File: src/rtl/hsc_pkg.sv
// Shared format constants and the exception flag bundle for the converter.
// Assumes IEEE binary16 and binary32 encodings with their standard biases.
package hsc_pkg;
    localparam int H_EXP_W  = 5;
    localparam int H_MAN_W  = 10;
    localparam int S_EXP_W  = 8;
    localparam int S_MAN_W  = 23;
    localparam int H_W      = 1 + H_EXP_W + H_MAN_W;
    localparam int S_W      = 1 + S_EXP_W + S_MAN_W;
    localparam int H_BIAS   = (1 << (H_EXP_W - 1)) - 1;
    localparam int S_BIAS   = (1 << (S_EXP_W - 1)) - 1;
    localparam int DROP_W   = S_MAN_W - H_MAN_W;

    typedef struct packed {
        logic invalid;
        logic overflow;
        logic underflow;
        logic inexact;
    } hsc_flags_t;
endpackage

File: src/rtl/hsc_h2s.sv
// Combinational half-to-single widening. Always exact. Half denormals are
// normalised. NaN payload moves as a 2-bit top field and an 8-bit low field.
// Assumes the operand is presented in a 16-bit word.
module hsc_h2s
    import hsc_pkg::*;
(
    input  logic [H_W-1:0] h_in,
    output logic [S_W-1:0] s_out,
    output hsc_flags_t     fl
);
    logic                sgn;
    logic [H_EXP_W-1:0]  ex;
    logic [H_MAN_W-1:0]  mn;
    logic [3:0]          lead;
    logic [S_MAN_W:0]    tmp;

    // widen one half operand to single precision
    always_comb begin
        sgn   = h_in[H_W-1];
        ex    = h_in[H_W-2:H_MAN_W];
        mn    = h_in[H_MAN_W-1:0];
        s_out = '0;
        fl    = '0;
        lead  = '0;
        tmp   = '0;
        for (int i = 0; i < H_MAN_W; i++) begin
            if (mn[i]) lead = 4'(i);
        end
        if (ex == '1) begin
            if (mn == '0) begin
                s_out = {sgn, 8'hFF, 23'h0};
            end else begin
                s_out      = {sgn, 8'hFF, mn[9:8], 13'h0, mn[7:0]};
                fl.invalid = ~mn[9];
            end
        end else if (ex == '0) begin
            if (mn == '0) begin
                s_out = {sgn, 31'h0};
            end else begin
                tmp   = {14'h0, mn} << (5'd23 - {1'b0, lead});
                s_out = {sgn, 8'(8'(S_BIAS - H_BIAS - H_MAN_W + 1) + {4'h0, lead}), tmp[S_MAN_W-1:0]};
            end
        end else begin
            s_out = {sgn, 8'({3'b0, ex} + 8'(S_BIAS - H_BIAS)), mn, 13'h0};
        end
    end
endmodule

File: src/rtl/hsc_s2h.sv
// Combinational single-to-half narrowing with round-to-nearest-even.
// Saturates to infinity on overflow and produces denormals for tiny values.
// Tininess is judged before rounding. NaN payload uses the split-field mapping.
module hsc_s2h
    import hsc_pkg::*;
(
    input  logic [S_W-1:0] s_in,
    output logic [H_W-1:0] h_out,
    output hsc_flags_t     fl
);
    logic                sgn;
    logic [S_EXP_W-1:0]  ex;
    logic [S_MAN_W-1:0]  fr;
    logic [S_MAN_W:0]    sig;
    logic signed [9:0]   unb;
    logic [5:0]          sh;
    logic [47:0]         t;
    logic [23:0]         kept;
    logic                rbit;
    logic                stk;
    logic                rup;
    logic [15:0]         mag;
    logic [H_MAN_W-1:0]  pay;

    // narrow one single operand to half precision
    always_comb begin
        sgn   = s_in[S_W-1];
        ex    = s_in[S_W-2:S_MAN_W];
        fr    = s_in[S_MAN_W-1:0];
        sig   = {1'b1, fr};
        unb   = signed'({2'b00, ex}) - 10'sd127;
        h_out = '0;
        fl    = '0;
        sh    = '0;
        t     = '0;
        kept  = '0;
        rbit  = 1'b0;
        stk   = 1'b0;
        rup   = 1'b0;
        mag   = '0;
        pay   = '0;
        if (ex == '1) begin
            if (fr == '0) begin
                h_out = {sgn, 5'h1F, 10'h0};
            end else begin
                pay = {fr[22:21], fr[7:0]};
                if (pay == '0) pay[8] = 1'b1;
                h_out      = {sgn, 5'h1F, pay};
                fl.invalid = ~fr[22];
            end
        end else if (ex == '0) begin
            h_out = {sgn, 15'h0};
            if (fr != '0) begin
                fl.underflow = 1'b1;
                fl.inexact   = 1'b1;
            end
        end else if (unb > 10'sd15) begin
            h_out       = {sgn, 5'h1F, 10'h0};
            fl.overflow = 1'b1;
            fl.inexact  = 1'b1;
        end else if (unb >= -10'sd14) begin
            rbit = fr[DROP_W-1];
            stk  = |fr[DROP_W-2:0];
            rup  = rbit & (stk | fr[DROP_W]);
            mag  = {1'b0, 5'(unb + 10'sd15), fr[S_MAN_W-1:DROP_W]} + 16'(rup);
            if (mag >= 16'h7C00) begin
                h_out       = {sgn, 5'h1F, 10'h0};
                fl.overflow = 1'b1;
                fl.inexact  = 1'b1;
            end else begin
                h_out      = {sgn, mag[14:0]};
                fl.inexact = rbit | stk;
            end
        end else begin
            sh   = (unb < -10'sd25) ? 6'd25 : 6'(-unb - 10'sd1);
            t    = {sig, 24'h0} >> sh;
            kept = t[47:24];
            rbit = t[23];
            stk  = |t[22:0];
            rup  = rbit & (stk | kept[0]);
            mag  = 16'(kept) + 16'(rup);
            h_out        = {sgn, mag[14:0]};
            fl.inexact   = rbit | stk;
            fl.underflow = rbit | stk;
        end
    end
endmodule

File: src/rtl/hsc_converter.sv
// Top of the half/single converter. Selects the direction, registers the
// result and its flags one cycle after an accepted operand, and clears the
// outputs in idle cycles. Synchronous active-low reset.
module hsc_converter
    import hsc_pkg::*;
(
    input  logic        clk,
    input  logic        rst_n,
    input  logic        in_valid,
    input  logic        to_half,
    input  logic [31:0] din,
    output logic        out_valid,
    output logic [31:0] dout,
    output logic        flg_invalid,
    output logic        flg_overflow,
    output logic        flg_underflow,
    output logic        flg_inexact
);
    logic [S_W-1:0] s_res;
    logic [H_W-1:0] h_res;
    hsc_flags_t     fl_h2s;
    hsc_flags_t     fl_s2h;
    hsc_flags_t     fl_q;

    hsc_h2s u_h2s (
        .h_in  (din[H_W-1:0]),
        .s_out (s_res),
        .fl    (fl_h2s)
    );

    hsc_s2h u_s2h (
        .s_in  (din),
        .h_out (h_res),
        .fl    (fl_s2h)
    );

    // capture the selected result and flags, clear them when idle
    always_ff @(posedge clk) begin
        if (!rst_n) begin
            out_valid <= 1'b0;
            dout      <= '0;
            fl_q      <= '0;
        end else if (in_valid) begin
            out_valid <= 1'b1;
            dout      <= to_half ? {16'h0, h_res} : s_res;
            fl_q      <= to_half ? fl_s2h : fl_h2s;
        end else begin
            out_valid <= 1'b0;
            dout      <= '0;
            fl_q      <= '0;
        end
    end

    assign flg_invalid   = fl_q.invalid;
    assign flg_overflow  = fl_q.overflow;
    assign flg_underflow = fl_q.underflow;
    assign flg_inexact   = fl_q.inexact;


    valid_follow_chk: assert property (@(posedge clk) disable iff (!rst_n)
        in_valid |=> out_valid);


    idle_quiet_chk: assert property (@(posedge clk) disable iff (!rst_n)
        !out_valid |-> (dout == 32'h0 && !flg_invalid && !flg_overflow && !flg_underflow && !flg_inexact));


    ovf_to_inf_chk: assert property (@(posedge clk) disable iff (!rst_n)
        flg_overflow |-> (dout[14:0] == 15'h7C00 && flg_inexact));


    unf_small_chk: assert property (@(posedge clk) disable iff (!rst_n)
        flg_underflow |-> (flg_inexact && dout[14:0] <= 15'h0400));


    half_upper_zero_chk: assert property (@(posedge clk) disable iff (!rst_n)
        (out_valid && $past(to_half)) |-> dout[31:16] == 16'h0);


    widen_exact_chk: assert property (@(posedge clk) disable iff (!rst_n)
        (out_valid && !$past(to_half)) |-> (!flg_overflow && !flg_underflow && !flg_inexact));
endmodule

File: config.mk
export PLATFORM = sky130hd
export DESIGN_NAME = hsc_converter
export DESIGN_NICKNAME = d
export VERILOG_FILES = /design/src/rtl/hsc_pkg.sv /design/src/rtl/hsc_h2s.sv /design/src/rtl/hsc_s2h.sv /design/src/rtl/hsc_converter.sv
export SDC_FILE = /design/constraint.sdc
export NUM_CORES = 1
export LEC_CHECK = 0
export BUFFER_PORTS_ARGS = -buffer_cell sky130_fd_sc_hd__buf_4
export CAP_MARGIN = 20
export CORE_UTILIZATION = 30
export CTS_CLUSTER_SIZE = 25
export DETAILED_ROUTE_END_ITERATION = 12
export GPL_ROUTABILITY_DRIVEN = 0
export PLACE_DENSITY = 0.45
export SYNTH_ARGS = -nofsm -noshare
export SYNTH_HDL_FRONTEND = slang
export SYNTH_SLANG_ARGS = --single-unit
File: constraint.sdc
create_clock -name clk -period 6.9 [get_ports clk]
set_clock_uncertainty 0.05 [all_clocks]
set_input_delay 0.69 -clock clk [delete_from_list [all_inputs] [get_ports clk]]
set_output_delay 0.69 -clock clk [all_outputs]
set_load 0.05 [all_outputs]
==> results.yml <==
cells_and_area:
  area_growth_pct: 14.6
  fill_cells: 1848
  nets: 847
  drive_gt1_frac: 0.171
  antenna_cells: 0
clock_network:
  cts_tree: "done"
  cts-buffers-inserted: 5
  cts-root-buf: "clkbuf_16"
  clk_path_buf_depth: 2
  post_cts_buffers: 0
  path_clk_slew_ns: 0.05
  postCtsHoldBufs: 0
  numClockSinks: 36
  cts_resized: 0
  htree_levels: 2
die:
  io_pins: 73
  die_w_um: 135
  coreArea_um2: 17300
  dieArea_um2: 18200
  die_height_um: 135
  num_rows: 48
  start_util: 0.307
power_and_ir_drop:
  power_uw: 890
  irDropWorstVdd_mv: 0.122
  power_density_nw_per_um2: 146
  leakage_uw: 0.00223
setup_path:
  cpMaxStageDelayCell: "ha_1"
  critPathLaunchType: "input port"
  worstPathCellList: "buf_4, ha_1, a21bo_2, o22ai_4, a21oi_2, a21oi_1, o311ai_0, o211ai_1, o211ai_1, a2111o_1, a211oi_1, o211ai_1, nor3_1, nor2_1, ha_1, a221o_1, a31oi_1, o21ai_0"
  end_kind: "flip-flop"
  crit_top_cell: "o211ai_1"
  required_ns: 7.01
  crit_fanout: 63
  critPathKind: "in2reg"
  setup.worst_path.start: "din[23]"
  cpPeakStageDelay_ns: 0.65
  crit_arrival_ns: 5.89
synth:
  syn_avg_cell_area_um2: 6.86
  synth_seq_cells: 36
  ys_seq_area_frac: 0.136
  ys_warn_count: 0
  yosysMostFrequentCell: "nor2_1"
  synth_top_family_by_area: "compound AO/OA/AOI/OAI gates"
  synth_edf_count: 0
  ys_types: 95
  synth_nets: 819
  synth_xor_area_frac: 0.0529
  synthAdderAreaFrac: 0.0236
  synth_mux_area_frac: 0.0505
  synth.top_cells.by_area: "dfxtp_1 (14%), nor2_1 (7.2%), nand2_1 (5.0%)"
  synth_top_area_cell: "dfxtp_1"
  yosys-top-cells-count: "nor2_1 (102), nand2_1 (71), o21ai_0 (49), a21oi_1 (45), clkbuf_1 (39)"
  synthesis.area_um2: 5300
  async_reset_ff_frac: 0
  postSynthCellCount: 773
  synth_top_area_frac: 0.136
  synth_flop_cell: "dfxtp_1"
  yosys.area_share.simple: 0.281
  synth_compound_area_frac: 0.387
place:
  dp_hpwl_mm: 17.2
  portBuffers: 72
  post-place-ws_ns: 0.941
timing:
  finalHoldViolations: 0
  worst_pin_slew_ns: 0.964
  rsz0062_at_grt: "false"
  max_freq_mhz: 173
  worst_slack_ns: 1.13
  setup_viol: 0
  slew_viol_final: 0
  post-route-period-util: 0.837
  slew_headroom: 0.357
  tns_ns: 0
  period_minus_slack_ns: 5.77
global_route:
  antenna_found_initial: 0
  overflow: 0
  grt_pass1_vias: 6075
  grt_max_degree: 64
  grt_pass1_wl_mm: 35.1
  track_usage: 0.250
routing:
  route.detailed.drc: 0
  via_per_inst: 6.26
  drtIter0Drc: 739
  ant_nets: 0
  drt-pass1-iter-count: 5
  wire_per_inst_um: 22.4
  drt_wl_total_mm: 23.1
  vias: 6426
min_path:
  hold_path_class: "in2reg"
  hp-start: "din[31]"
flow_run:
  maxCapViolCount: 0
status:
  status: "complete, no violations"
==> layout make-up <==
class | count | area, um^2 | area share
flip-flops and latches | 36 | 721 | 0.119
inverters | 16 | 60.1 | 0.00988
repair buffers | 87 | 653 | 0.107
multi-input cells | 655 | 4210 | 0.694
well taps | 225 | 282 | 0.0463
clock buffers | 8 | 146 | 0.0241
==> per-stage QoR <==
step | hold WS (ns) | cells | instance area [um^2] | util
2_1_floorplan | 0.749 | 773 | 5300 | -
4_1_cts | 0.561 | 1027 | 6080 | 0.351
6_report | 0.561 | 1027 | 6080 | 0.351
3_5_place_dp | 0.848 | 1019 | 5930 | 0.343
3_3_place_gp | 0.846 | 1019 | 5930 | 0.343
5_1_grt | 0.579 | 1027 | 6080 | 0.351
==> registers in the layout (all words and copies together) (netlist names) <==
name,count
dout,31
flg_inexact,1
flg_invalid,1
flg_overflow,1
flg_underflow,1
out_valid,1
==> worst max-delay path, delay by kind of cell <==
family,cells,cell delay (ns)
AOI/OAI and AO/OA,13,3.50
adders and majority gates,2,0.88
buffers and inverters,1,0.51
and+or+nand+nor,2,0.31
==> where the power goes <==
| group | internal [uW] | switching (uW) | leakage (uW) | total, uW |
|---|---|---|---|---|
| Combinational | 145 | 303 | 0.00187 | 448 |
| Sequential | 215 | 1.75 | 0.000293 | 216 |
| Clock | 144 | 81.2 | 0.0000712 | 225 |
| Total | 503 | 386 | 0.00223 | 890 |
==> cells by family (layout without fill, tap and decap cells) <==
family / after synthesis / after routing
mux: 25 / 25
fa+ha+maj: 10 / 10
compound gates: 279 / 279
xor+xnor: 32 / 32
flops: 36 / 36
simple gates: 309 / 309
buf+inv: 82 / 111
==> per-layer routing <==
layer | part of all wire | routed length (um) | track usage
met4 | 0.038 | 872 | 0.128
met1 | 0.41 | 9500 | 0.306
met2 | 0.47 | 10700 | 0.423
met3 | 0.084 | 1930 | 0.0349
met5 | 0 | 0 | 0
==> layout by cell type, fill, tap and decap left out, types with 11 or more instances in the layout <==
master / synthesis / final
buf_4: 7 / 87
o21ai_0: 49 / 49
a21oi_1: 45 / 45
o31ai_1: 11 / 11
inv_1: 15 / 15
nand2_1: 71 / 71
nand2b_1: 11 / 11
nor2_1: 102 / 102
nand3_1: 29 / 29
dfxtp_1: 36 / 36
nor3_1: 24 / 24
a211oi_1: 20 / 20
a31oi_1: 16 / 16
nor4_1: 12 / 12
mux2i_1: 20 / 20
xnor2_1: 22 / 22
==> final timing paths <==
path                  slack [ns]       end  cells after the start
worst max-delay path        1.13   dout[2]                     18
worst min-delay path        0.56  dout[15]                      3
Power figures use the tool's default switching activity.
